**src/rtl/bcs_pkg.sv**
```systemverilog
package bcs_pkg;
    localparam int CL_W = 2;
    localparam int BL_W = 3;

    typedef struct packed {
        logic [CL_W-1:0] cl;
        logic [BL_W-1:0] bl;
        logic            ilv;
        logic            single_wr;
    } mode_t;

    localparam mode_t MODE_RST = '{cl: 2'd1, bl: 3'd0, ilv: 1'b0, single_wr: 1'b0};
endpackage

```
**src/rtl/bcs_mode_reg.sv**
```systemverilog
module bcs_mode_reg
    import bcs_pkg::*;
(
    input  logic  clk,
    input  logic  rst_n,
    input  logic  load,
    input  mode_t wdata,
    output mode_t mode
);
    mode_t mode_d, mode_q;

    always_comb begin
        mode_d = mode_q;
        if (load) mode_d = wdata;
    end

    always_ff @(posedge clk or negedge rst_n) begin
        if (!rst_n) mode_q <= MODE_RST;
        else        mode_q <= mode_d;
    end

    assign mode = mode_q;
endmodule

```
**src/rtl/bcs_addr_gen.sv**
```systemverilog
module bcs_addr_gen
    import bcs_pkg::*;
#(
    parameter int COL_W = 8
) (
    input  logic [COL_W-1:0] base,
    input  logic [COL_W-1:0] cnt,
    input  logic [BL_W-1:0]  bl,
    input  logic             ilv,
    output logic [COL_W-1:0] col,
    output logic             last
);
    logic [COL_W-1:0] mask;
    logic [COL_W-1:0] off;

    always_comb begin
        mask = ~({COL_W{1'b1}} << bl[1:0]);
        off  = ilv ? ((base ^ cnt) & mask) : ((base + cnt) & mask);
        if (bl[BL_W-1]) begin
            col  = base + cnt;
            last = 1'b0;
        end else begin
            col  = (base & ~mask) | off;
            last = (cnt == mask);
        end
    end
endmodule

```
**src/rtl/bcs_lat_pipe.sv**
```systemverilog
module bcs_lat_pipe #(
    parameter int MAX_LAT = 3,
    parameter int LAT_W   = 2
) (
    input  logic             clk,
    input  logic             rst_n,
    input  logic             in_vld,
    input  logic [LAT_W-1:0] lat,
    output logic             out_vld
);
    logic [MAX_LAT-1:0] sr_d, sr_q;
    int unsigned tap;

    assign sr_d[0] = in_vld;

    generate
        for (genvar s = 1; s < MAX_LAT; s++) begin : g_stage
            assign sr_d[s] = sr_q[s-1];
        end
    endgenerate

    always_ff @(posedge clk or negedge rst_n) begin
        if (!rst_n) sr_q <= '0;
        else        sr_q <= sr_d;
    end

    always_comb begin
        if (lat == '0)                      tap = 0;
        else if (int'(lat) > MAX_LAT)       tap = MAX_LAT - 1;
        else                                tap = int'(lat) - 1;
        out_vld = sr_q[tap];
    end
endmodule

```
**src/rtl/burst_col_seq.sv**
```systemverilog
module burst_col_seq
    import bcs_pkg::*;
#(
    parameter int COL_W  = 8,
    parameter int MAX_CL = 3
) (
    input  logic             clk,
    input  logic             rst_n,
    input  logic             mode_load,
    input  logic [CL_W-1:0]  mode_cl,
    input  logic [BL_W-1:0]  mode_bl,
    input  logic             mode_ilv,
    input  logic             mode_single_wr,
    input  logic             rd_cmd,
    input  logic             wr_cmd,
    input  logic             stop_cmd,
    input  logic [COL_W-1:0] start_col,
    output logic [COL_W-1:0] col_addr,
    output logic             col_wr,
    output logic             rd_dvalid,
    output logic             burst_act
);
    typedef struct packed {
        logic             act;
        logic             wr;
        logic [COL_W-1:0] base;
        logic [COL_W-1:0] cnt;
        logic [BL_W-1:0]  bl;
        logic             ilv;
    } seq_t;

    mode_t mode_w, mode_q;
    seq_t  st_d, st_q;
    logic  last_beat;
    logic  rd_issue;
    logic [CL_W-1:0] cur_cl;
    logic            cur_single;

    assign mode_w = '{cl: mode_cl, bl: mode_bl, ilv: mode_ilv, single_wr: mode_single_wr};

    bcs_mode_reg u_mode (
        .clk   (clk),
        .rst_n (rst_n),
        .load  (mode_load),
        .wdata (mode_w),
        .mode  (mode_q)
    );

    assign cur_cl     = mode_q.cl;
    assign cur_single = mode_q.single_wr;

    bcs_addr_gen #(.COL_W(COL_W)) u_addr (
        .base (st_q.base),
        .cnt  (st_q.cnt),
        .bl   (st_q.bl),
        .ilv  (st_q.ilv),
        .col  (col_addr),
        .last (last_beat)
    );

    always_comb begin
        st_d = st_q;
        if (rd_cmd || wr_cmd) begin
            st_d.act  = 1'b1;
            st_d.wr   = !rd_cmd;
            st_d.base = start_col;
            st_d.cnt  = '0;
            st_d.bl   = (!rd_cmd && mode_q.single_wr) ? '0 : mode_q.bl;
            st_d.ilv  = mode_q.ilv;
        end else if (stop_cmd) begin
            st_d.act = 1'b0;
            st_d.wr  = 1'b0;
        end else if (st_q.act) begin
            if (last_beat) begin
                st_d.act = 1'b0;
                st_d.wr  = 1'b0;
            end else begin
                st_d.cnt = st_q.cnt + 1'b1;
            end
        end
    end

    always_ff @(posedge clk or negedge rst_n) begin
        if (!rst_n) st_q <= '0;
        else        st_q <= st_d;
    end

    assign burst_act = st_q.act;
    assign col_wr    = st_q.act & st_q.wr;
    assign rd_issue  = st_q.act & !st_q.wr;

    bcs_lat_pipe #(.MAX_LAT(MAX_CL), .LAT_W(CL_W)) u_lat (
        .clk     (clk),
        .rst_n   (rst_n),
        .in_vld  (rd_issue),
        .lat     (mode_q.cl),
        .out_vld (rd_dvalid)
    );
endmodule

```
**config.mk**
```make
export PLATFORM = sky130hd
export DESIGN_NAME = burst_col_seq
export DESIGN_NICKNAME = d
export VERILOG_FILES = /design/src/rtl/bcs_pkg.sv /design/src/rtl/bcs_mode_reg.sv /design/src/rtl/bcs_addr_gen.sv /design/src/rtl/bcs_lat_pipe.sv /design/src/rtl/burst_col_seq.sv
export SDC_FILE = /design/constraint.sdc
export NUM_CORES = 1
export LEC_CHECK = 0
export BUFFER_PORTS_ARGS = -buffer_cell sky130_fd_sc_hd__buf_2
export CELL_PAD_IN_SITES_DETAIL_PLACEMENT = 1
export CELL_PAD_IN_SITES_GLOBAL_PLACEMENT = 1
export CORE_MARGIN = 2
export CORE_UTILIZATION = 40
export CTS_BUF_LIST = sky130_fd_sc_hd__clkbuf_4 sky130_fd_sc_hd__clkbuf_8
export CTS_CLUSTER_SIZE = 14
export DETAILED_ROUTE_END_ITERATION = 7
export PLACE_DENSITY_LB_ADDON = 0.1
export SYNTH_ARGS = -nofsm -noshare
export SYNTH_HDL_FRONTEND = slang
export SYNTH_SLANG_ARGS = --single-unit
```
**constraint.sdc**
```tcl
create_clock -name clk -period 4.8 [get_ports clk]
set_clock_uncertainty 0.1 [all_clocks]
set_input_delay 0.96 -clock clk [delete_from_list [all_inputs] [get_ports clk]]
set_output_delay 0.96 -clock clk [all_outputs]
set_load 0.05 [all_outputs]
```
# [Word level (Yosys, flattened, before mapping)]
# Cells that the tools add are included.
[word_totals] ff_bits=32 input_bits=21 output_inout_bits=11 word_cells=53
[classes] n_addsub=3 magnitude_cmp=1 n_eq_ne=3 shifts=1 n_mux=15 bitwise=9 n_reduce_logical=10
[ops] op="8-bit two-way mux" n=6
[ops] op="32-bit by 3-bit < comparator with 1-bit output (second input constant)" n=1
[ops] op="32-bit two-way mux" n=1
[ops] op="8-bit AND" n=3
[ops] op="8-bit inverter" n=2
[ops] op="8-bit by 1-bit adder with 8-bit output (second input constant)" n=1
[ops] op="8-bit adder" n=1
[ops] op="8-bit equality test" n=1
[ops] op="2-bit two-way mux" n=4
[ops] op="8-bit OR" n=1
[ops] op="8-bit by 2-bit left shift with 8-bit output (first input constant)" n=1
[ops] op="8-bit XOR" n=1
[ops] op="3-bit nonzero test" n=2
[ops] op="2-bit by 1-bit != test with 1-bit output (second input constant)" n=2
[ops] op="3-bit two-way mux" n=1
[ops] op="3-bit AND reduction" n=1
[ops] op="2-bit by 1-bit subtractor with 3-bit output (second input constant)" n=1
[ops] op="1-bit AND" n=2
[ops] op="1-bit binary-select mux with 2-bit select" n=1
[ops] op="1-bit logical NOT" n=2
[ops] op="2-bit logical NOT" n=1
[ops] op="1-bit two-way mux" n=2
[ops] op="2-bit AND reduction" n=1
[ops] op="2-bit nonzero test" n=1
[ops] op="other kinds (2)" n=2

# [Longest topological paths before layout]
[logic_depth] word_depth=8 ltp_mapped=8 depth_no_buf=8

# [Hierarchy]
# From an unflattened synthesis, not the netlist that was laid out.
[hier_totals] cells_unflattened=193 area_unflattened_um2=1901.8
[by_module_without_submodules] mod="burst_col_seq" instances=1 cells_per_inst=100 area_per_inst_um2=950.9
[by_module_without_submodules] mod="bcs_addr_gen" instances=1 cells_per_inst=72 area_per_inst_um2=564.3
[by_module_without_submodules] mod="bcs_mode_reg" instances=1 cells_per_inst=15 area_per_inst_um2=292.8
[by_module_without_submodules] mod="bcs_lat_pipe" instances=1 cells_per_inst=6 area_per_inst_um2=93.8

# [Least setup slack after synthesis]
# OpenSTA, ideal clock, no wires.
[synth_timing] kind="flip-flop to output port" start="register st_q[5] (netlist bit)" end="output port col_addr[7]" arrival_ns=2.141 t_required_ns=3.740 setup_slack_ns=1.599 path_stages_with_launch=7 cell_sequence="dfrtp_1 ha_1 a211oi_1 o21ai_0 nand3_1 nand3b_1 xnor2_1"
[synth_via] elab_chain_cells=5
[synth_lines] element="from (decl)" line_no="burst_col_seq.sv:33" rtl="seq_t st_d, st_q;"
[synth_lines] element="from (signal assigned)" line_no="burst_col_seq.sv:85" rtl="else st_q <= st_d;"
[synth_lines] element="8-bit adder (*)" line_no="bcs_addr_gen.sv:18, bcs_addr_gen.sv:20"
[synth_lines] element="8-bit AND" line_no="bcs_addr_gen.sv:18" rtl="off = ilv ? ((base ^ cnt) & mask) : ((base + cnt) & mask);"
[synth_lines] element="8-bit two-way mux" line_no="bcs_addr_gen.sv:18"
[synth_lines] element="8-bit OR" line_no="bcs_addr_gen.sv:23" rtl="col = (base & ~mask) | off;"
[synth_lines] element="8-bit two-way mux (*)" line_no="bcs_addr_gen.sv:19" rtl="if (bl[BL_W-1]) begin"
[synth_lines] element="to (decl)" line_no="burst_col_seq.sv:18" rtl="output logic [COL_W-1:0] col_addr,"
# Every way passes the cells marked *; elsewhere a longest branch is shown, timed or not.

# [Worst setup path in the final report]
[layout_timing] start="register st_q[4] (netlist bit)" end="output port col_addr[6]"
# Same word-level chain as after synthesis.

==> results.yml <==
power_and_ir_drop:
  p_int_w: 0.0005276
  pwr-share-seq_pct: 41.4
  swShare_pct: 30.33
  switching_power_w: 0.0002297
  power.leakage_nw: 0.9825
  powerDensity_nw_per_um2: 353.1
  ir_worst_vdd_v: 0.0001806
  power_frac_clock_pct: 38.0
  comb_power_share_pct: 20.6
setup_path:
  crit_required_ns: 3.74
  r2r-start: "st_q[7]"
  critPathLaunch: "st_q[4]"
  end_kind: "primary output"
  crit_slowest_cell: "dfrtp_1"
  startpoint_type: "flop"
  path_class: "flop to primary output"
  worstRegToRegCells: 5
  critPathMaxStageDelay_ns: 0.44
  cp_cell_sequence: "ha_1, inv_1, fa_1, nor2b_1, o211ai_1, a21boi_0, o21ai_0, a31o_2, buf_2"
  rr_endpoint: "st_q[5]"
  r2r_slack_ns: 2.70
  endpoint: "col_addr[6]"
  path_max_fanout: 6
  cp_data_arrival_time_ns: 2.51
yosys:
  yosysWarnings: 0
  synth_top_area_cell: "dfrtp_1"
  synth-seq-area-share_pct: 43.61
  syn_inst: 188
  synth_top_family_by_area: "compound AO/OA/AOI/OAI gates"
  synth-compound-area-share_pct: 18.91
  yosys-top-cells-count: "dfrtp_1 (31), nand2_1 (28), inv_1 (12), a21oi_1 (11), o21ai_0 (11)"
  synthAdderAreaFrac_pct: 6.531
  ys_types: 48
  synthSimpleGateAreaFrac_pct: 16.26
  synth-async-reset-ratio_pct: 100.0
  ys.flop_type: "dfrtp_1"
  synth.area.top_cells: "dfrtp_1 (42%), mux2_2 (6.1%), nand2_1 (5.7%)"
  syn_avg_cell_area_um2: 9.783
  muxShareOfSynthArea_pct: 6.667
  synth_area_um2: 1839
  synthXorXnorAreaFrac_pct: 3.333
  syn_nets: 218
  synth_most_common_cell: "dfrtp_1"
  synth-seq-cells: 32
  synth_top_area_share_pct: 42.18
  synth_edf_count: 0
clock_network:
  post_cts_resized: 0
  cts_buffers: 5
  clk_latency_ns: 0.29
  cts_buffer_depth: 2
  hold_buffers: 0
  htreeDepth: 2
  cts_sinks: 32
  post_cts_buffers: 0
  clk_pin_slew_ns: 0.07
  cts_tree: "built"
  clockRootBuffer: "clkbuf_8"
timing:
  max_freq_mhz: 280.0
  finalWorstSetupSlack_ns: 1.228
  setup_viol: 0
  relSlewSlack_pct: 35.02
  finalCriticalPeriod_ns: 3.572
  rsz0062_at_grt: "no"
  drv_slew: 0
  tightest_slew_ns: 0.9712
  period_share_pct: 74.41
  hold_viol: 0
  fin_tns_setup_ns: 0
drt:
  drt_pass1_iterations: 4
  drtIter0Drc: 23
  routedWlPerCell_um: 16.39
  antenna_left: 0
  vias: 1492
  drt-total-wl_um: 4442
  detail_route.vias_per_cell: 5.506
  drc: 0
floorplan:
  core_area_um2: 4384
  start_util_pct: 41.95
  row_count: 24
  die_w_um: 71.81
  die_area_um2: 5157
  die_h_um: 71.81
  io-pin-count: 32
global_routing:
  gr-total-overflow: 0
  grt_use_total_pct: 19.35
  grt_pass1_vias: 1550
  grt_max_degree: 33
  antenna_found_initial: 0
  grt_pass1_wl_um: 7527
cells_and_area:
  fin_nets: 248
  final_cell_area_um2: 2145
  diodes: 0
  syn_to_final_growth_pct: 16.60
  post-route-util_pct: 48.92
  layout-drive-gt1-share_pct: 28.31
  layout.cells.non_filler: 271
run:
  drv_cap: 0
place:
  port_buffers: 31
  dpl_worst_slack_ns: 1.531
  place_hpwl_um: 3325
  postPlaceCellArea_um2: 2018
  finalWeightedCongestion: 0.8152
  place.detailed.instances: 263
min_path:
  hp-class: "flop to flop"
status:
  status: "completed"
-- power groups by stage --
stage	Sequential [W]	Combinational [W]	Clock [W]
final	0.000314	0.000156	0.000288
after global routing	0.000317	0.000171	0.000308
after CTS	0.000314	0.000158	0.000294
after detailed placement	0.000319	0.000158	0
after global placement	0.000317	0.000153	0
after floorplan	0.000308	0.000122	0
-- through the flow --
stage	total power [W]	hold slack, ns
after CTS	0.0007665	0.2874
after floorplan	0.0004299	0.2530
after detailed placement	0.0004763	0.2719
after global routing	0.0007955	0.2897
after global placement	0.0004697	0.2573
final	0.0007573	0.2847
-- how the worst min path moves through the flow --
stage                  start  cells past startpoint            end
3_5_place_dp   u_lat.sr_q[0]                      0  u_lat.sr_q[1]
2_1_floorplan  u_lat.sr_q[1]                      0  u_lat.sr_q[2]
6_report       u_lat.sr_q[0]                      0  u_lat.sr_q[1]
3_3_place_gp   u_lat.sr_q[1]                      0  u_lat.sr_q[2]
5_1_grt        u_lat.sr_q[0]                      0  u_lat.sr_q[1]
4_1_cts        u_lat.sr_q[0]                      0  u_lat.sr_q[1]
-- kinds of logic after synthesis --
group                      count (synthesis)
muxes                                     11
DFF                                       32
AOI/OAI and AO/OA                         49
xor gates and xnor gates                   7
adders and majority gates                  9
buffers and inverters                     20
and+or+nand+nor                           60
-- registers in the layout, summed over array words and instances, names as in the netlist --
name         cells
burst_act        1
st_q            21
u_lat.sr_q       3
u_mode.mode      7
-- layout make-up --
class	count	area [um2]
Timing Repair Buffer	31	155.1
Clock buffer	7	96.34
Clock inverter	1	30.03
Inverter	12	45.04
Multi-Input combinational cell	136	950.9
Fill cell	520	2240
Sequential cell	32	802.0
Tap cell	52	65.06
-- worst max-delay path: cells and delay by family (launching register included) --
| family | cells | cell delay [ns] |
|---|---|---|
| AO/OA/AOI/OAI | 4 | 0.71 |
| adder cells (fa/ha/maj) | 2 | 0.63 |
| buffers and inverters | 2 | 0.26 |
| flip-flops | 1 | 0.44 |
| AND/OR/NAND/NOR | 1 | 0.17 |
-- per-layer routing --
| metal | GRT usage (%) | up-vias | share of wire (%) |
|---|---|---|---|
| met3 | 4.219 | 6 | 4.0 |
| met2 | 34.26 | 38 | 51 |
| met1 | 23.32 | 724 | 43 |
| li1 | - | 724 | - |
| met4 | 6.289 | 0 | 1.6 |
| met5 | 0 | - | 0 |
-- placed cells by master, fill, tap and decap left out, drive strengths merged, types with 2 or more instances in the layout --
cell      n
a2111oi   2
a211oi    2
a21o      2
a21oi    14
a22o      2
buf      31
clkbuf    7
dfrtp    31
ha        8
inv      12
mux2     10
nand2    28
nand4     3
nor2      6
nor2b     4
nor3      4
o211ai    2
o21ai    14
o21bai    2
or3       5
xnor2     4
xor2      3
Power figures use the tool's default switching activity.
